**config.mk**
```make
export PLATFORM = sky130hd
export DESIGN_NAME = rc_arm_guard
export DESIGN_NICKNAME = d
export VERILOG_FILES = /design/src/rtl/rc_arm_guard.sv
export SDC_FILE = /design/constraint.sdc
export NUM_CORES = 1
export LEC_CHECK = 0
export BUFFER_PORTS_ARGS = -buffer_cell sky130_fd_sc_hd__buf_2
export CORE_ASPECT_RATIO = 0.9
export CORE_MARGIN = 2
export CORE_UTILIZATION = 38
export CTS_BUF_LIST = sky130_fd_sc_hd__clkbuf_2 sky130_fd_sc_hd__clkbuf_4 sky130_fd_sc_hd__clkbuf_8
export DETAILED_ROUTE_END_ITERATION = 6
export PLACE_DENSITY = 0.73
export SETUP_SLACK_MARGIN = 0.15
export SLEW_MARGIN = 20
export SYNTH_ARGS = -nofsm -noshare
export SYNTH_HDL_FRONTEND = slang
export SYNTH_SLANG_ARGS = --single-unit
```
**constraint.sdc**
```tcl
create_clock -name clk -period 1.8 [get_ports clk]
set_input_delay 0.36 -clock clk [delete_from_list [all_inputs] [get_ports clk]]
set_output_delay 0.36 -clock clk [all_outputs]
set_load 0.01 [all_outputs]
```
**src/rtl/rc_arm_guard.sv**
```systemverilog
module rc_arm_guard #(
  parameter int CH_W       = 11,
  parameter int ARM_THRESH = 1750,
  parameter int TIMEOUT_MS = 300
) (
  input  logic            clk,
  input  logic            rst_n,
  input  logic            ms_tick,
  input  logic            frame_valid,
  input  logic [CH_W-1:0] arm_ch,
  input  logic            armed,
  input  logic            arm_permit,
  output logic            arm_start,
  output logic            arm_cancel,
  output logic            disarm,
  output logic            rc_alive
);

  localparam int CNT_W = $clog2(TIMEOUT_MS + 2);
  localparam logic [CNT_W-1:0] LIMIT = CNT_W'(TIMEOUT_MS);
  localparam logic [CNT_W-1:0] SAT   = CNT_W'(TIMEOUT_MS + 1);
  localparam logic [CH_W-1:0]  THR   = CH_W'(ARM_THRESH);

  logic             seen;
  logic             sw_on;
  logic             eff_prev;
  logic [CNT_W-1:0] elapsed;
  logic             eff, rise, fall, lost;

  assign rc_alive = seen && (elapsed <= LIMIT);
  assign lost     = seen && !rc_alive;
  assign eff      = sw_on && rc_alive;
  assign rise     = eff && !eff_prev;
  assign fall     = !eff && eff_prev;

  always_ff @(posedge clk) begin
    if (!rst_n) begin
      seen    <= 1'b0;
      sw_on   <= 1'b0;
      elapsed <= '0;
    end else if (frame_valid) begin
      seen    <= 1'b1;
      sw_on   <= (arm_ch > THR);
      elapsed <= '0;
    end else if (ms_tick && seen && elapsed != SAT) begin
      elapsed <= elapsed + 1'b1;
    end
  end

  always_ff @(posedge clk) begin
    if (!rst_n) begin
      eff_prev   <= 1'b0;
      arm_start  <= 1'b0;
      arm_cancel <= 1'b0;
      disarm     <= 1'b0;
    end else begin
      eff_prev   <= eff;
      arm_start  <= rise && !armed && arm_permit;
      arm_cancel <= fall;
      disarm     <= armed && (fall || lost);
    end
  end

endmodule

```
Yosys cells after proc, flatten, opt, wreduce, memory -nomap -nowiden:

Index checks and enable logic that the tools add are counted.
W data, S select, Z words.

* $add $sub $neg: 1
* bitwise logic cells: 1
* equality and inequality tests: 1
* reductions and logical operators: 16
* magnitude comparators: 2

Operator list (count)
* $gt A11 B11 Y1 const B: 1
* $logic_and A1 B1 Y1: 10
* $add A9 B1 Y9 const B: 1
* $le A9 B9 Y1 const B: 1
* $ne A9 B9 Y1 const B: 1
* $logic_not A1 Y1: 4
* $reduce_or A2 Y1: 1
* $logic_or A1 B1 Y1: 1
* $not A1 Y1: 1

* word-level logic and storage cells: 28
* bits in registers: 15

Logic depth before layout (Yosys ltp):

* depth in word-level cells: 7
* depth in mapped cells: 6

Worst setup path before layout:

OpenSTA, ideal clock, no wires.

* path kind: reg-to-output
* start point: register elapsed[0]
* end point: output rc_alive
* required time: 1.440 ns
* arrival time: 1.108 ns
* cell stages (with the launch flop): 6
* slack: 0.332 ns
* path buffers: 0
* cell sequence: dfxtp_1 > inv_1 > ha_1 > and4b_1 > o21ai_2 > and2_1

* longest elaborated chain between the ends: 2

Ends and longest elaborated chain
* start, declared: line 27 `logic [CNT_W-1:0] elapsed;`
* start signal, assigned: line 46 `elapsed <= elapsed + 1'b1;`
* $le A9 B9 Y1: line 30 `assign rc_alive = seen && (elapsed <= LIMIT);`
* $logic_and A1 B1 Y1: line 30
* end, declared: line 16 `output logic rc_alive`

Every way passes these cells.

Worst setup path after layout:

Ends and elaborated chain as after synthesis.

==> results.cfg <==
[floorplanning]
floorplan.initialDensity_pct = 40.0
num_io_pins = 21
design.core.area_um2 = 1900
die_h_um = 46.4
die_width_um = 51.1
rows = 15
total_die_area_um2 = 2370

[cts]
clock_tree.root_cell = clkbuf_4
clock_sink_count = 15
tritoncts = done
cts_made_buffers = 3
insertion_delay_ns = 0.28
cts_htree_levels = 1
ctsHoldBuffers = 0
clk_slew_on_worst_s_h_paths_ns = 0.10
cts-root-to-sink-buffers = 2

[yosys]
synthesis_warning_total = 0
share_of_the_yosys_chip_area_belonging_to_registers_pct = 39.6
yosys_register_bits = 15
syn_nets = 102
post_synth_num_cell_types = 35
syn-mean-instance-area_um2 = 9.25
postSynthCellCount = 82
synth.cell_area_um2 = 758

[worst_hold_path]
holdCritPathClass = primary input to flop
hp-start = armed
min_delay_path_depth = 2
min_to = arm_start

[detailed_routing]
ant_nets = 0
routedWlPerCell_um = 11.2
drc = 0
detail_route.vias_per_cell = 4.86
detailroute.via_count = 647
drt_iter0_markers = 1
routed_wirelength_um = 1490
drtPass1Iterations = 2

[power_and_ir_drop]
vdd_drop_max_mv = 0.263
power_density_nw_per_um2 = 625
power.total_mw = 0.590
static-leakage-power_nw = 0.407

[sta]
final_hold_viol_count = 0
finalMaxSlewViolations = 0
final.setup_skew_ns = 0.00917
max_slew_margin_pct = 80.9
worstMarginPinSlew_ns = 0.287
timing.setup.tns_ns = 0
clock.fmax_ghz = 0.559
tmin_final_ns = 1.79
grt_setup_unrepaired = true
fin_crit_sh_pct = 99.3
fin_ws_ns = 0.0124
finalSetupViolations = 0

[worst_setup_path]
crit_path_max_fanout = 3
r2r.worst_path.cells = 6
crit_path_end_kind = primary output
rrSetupSlack_ns = 0.23
timing_worst_setup_path_type = flop to primary output
critical_path.reg2reg.startpoint = elapsed[0]
timing.rr.end = elapsed[2]
worstSetupStartpointType = flop
critical_path_arrival_ns = 1.43
worstPathRequired_ns = 1.44

[global_routing]
use_met1_pct = 18.4
groute.usage.overall_pct = 15.7
grt_use_met3_pct = 3.90
grt_overflow_total = 0
grt_start_max_net_pins = 10
met2_usage_pct = 27.0
antenna_found_initial = 0
grt_pass1_wl_um = 2670
busiest_layer = met2
grt_pass1_vias = 636

[final_layout]
fill_cells = 182
share_of_final_layout_standard_cells_stronger_than_drive_strength_1_pct = 41.7
final_cell_mix = 20 x buf_2, 11 x dfxtp_1, 10 x nand2_1, 10 x nor2_1
area_growth_syn_to_layout_pct = 24.6
fin_nets = 129
ant_diodes = 0
layout.cells.most_common = buf_2
finish.instance_area_um2 = 945
utilization_pct = 49.8

[placement]
gp_congestion = 0.803
hpwlAfterDp_um = 1180
dpl_worst_slack_ns = 0.170
buffer_ports.inserted = 20
placement.cell_area_um2 = 892

[flow_run]
max-cap-violations = 0

[outcome]
outcome = finished, final reports clean
## registers in the layout, indices dropped and copies added (netlist names)
register and count:
elapsed 9, arm_cancel 1, arm_start 1, disarm 1, eff_prev 1, seen 1
sw_on 1
## power breakdown
part | internal, mW | switching, mW
logic | 0.0285 | 0.0265
clock network | 0.0824 | 0.114
registers | 0.334 | 0.00440
total | 0.445 | 0.145
## metal layers
layer	up-vias	wire [µm]
met5	-	0
met3	2	42
li1	349	-
met2	7	724
met4	0	13
met1	289	704
## critical path, cell delays in order (launching register included)
cell and delay [ns]:
dfxtp_4 0.36, inv_2 0.03, ha_2 0.16, and4b_1 0.25
o21ai_2 0.06, and2_1 0.16, buf_2 0.13
## metrics by stage
step	std cells	hold slack, ns
after detailed placement	127	0.426
final	133	0.255
after floorplan	82	0.410
after CTS	133	0.251
after global routing	133	0.251
after global placement	127	0.424
## cells in the mapped netlist
master,instances,area share [%]
ha_1,3,5.0
and3_1,2,1.6
a31o_2,3,3.5
or4_1,1,0.99
and3_4,1,1.5
a21oi_1,2,1.3
and4b_1,1,1.3
nand4b_1,1,1.2
nand2b_1,1,0.83
nand4_1,3,2.5
and4_1,1,1.2
o21ai_2,1,1.2
mux2i_1,1,1.3
a21oi_2,1,1.2
nand2_1,10,5.0
nor4b_4,1,3.1
nor4_1,1,0.83
and4_2,1,1.3
a41o_1,1,1.3
o211ai_1,1,0.99
dfxtp_1,15,40
a31oi_1,1,0.83
a211o_2,1,1.3
a21o_1,1,0.99
nand3_1,2,1.3
and2_1,1,0.83
nor2_1,10,5.0
and2b_1,1,0.99
buf_2,1,0.66
xnor2_1,1,1.2
o21ai_0,2,1.3
a31oi_4,1,2.8
nand2_2,1,0.83
inv_1,4,2.0
xor2_1,3,3.5
## final cells by class
type                       count  area (µm²)  share of cell area [%]
multi-input combinational     62         440                    46.6
clock buffer                   3        22.5                    2.38
sequential                    15         308                    32.6
inverter                       4        15.0                    1.59
timing repair buffer          23         123                    13.0
tap                           25        31.3                    3.31
clock inverter                 1        5.00                   0.530
## how the worst max path moves through the flow
stage,start,end,slack [ns]
2_1_floorplan,elapsed[0],rc_alive,0.33
3_3_place_gp,elapsed[0],rc_alive,0.21
3_5_place_dp,elapsed[0],rc_alive,0.17
4_1_cts,elapsed[0],rc_alive,0.003
5_1_grt,elapsed[0],rc_alive,-0.07
6_report,elapsed[0],rc_alive,0.01
## cell families after synthesis
| logic type | count (synthesis) | share of synthesized area (%) |
|---|---|---|
| simple gates | 39 | 30.2 |
| compound gates | 15 | 16.7 |
| flops | 15 | 39.6 |
| buf+inv | 5 | 2.64 |
| xor+xnor | 4 | 4.62 |
| fa+ha+maj | 3 | 4.95 |
| mux | 1 | 1.32 |
## timing repair
item / CTS / global route
pin swaps: 1 / 0
endpoints found under the setup margin: 1 / 1
buffers inserted: 2 / 0
resized for setup: 6 / 2
(Power assumes the default switching activity.)
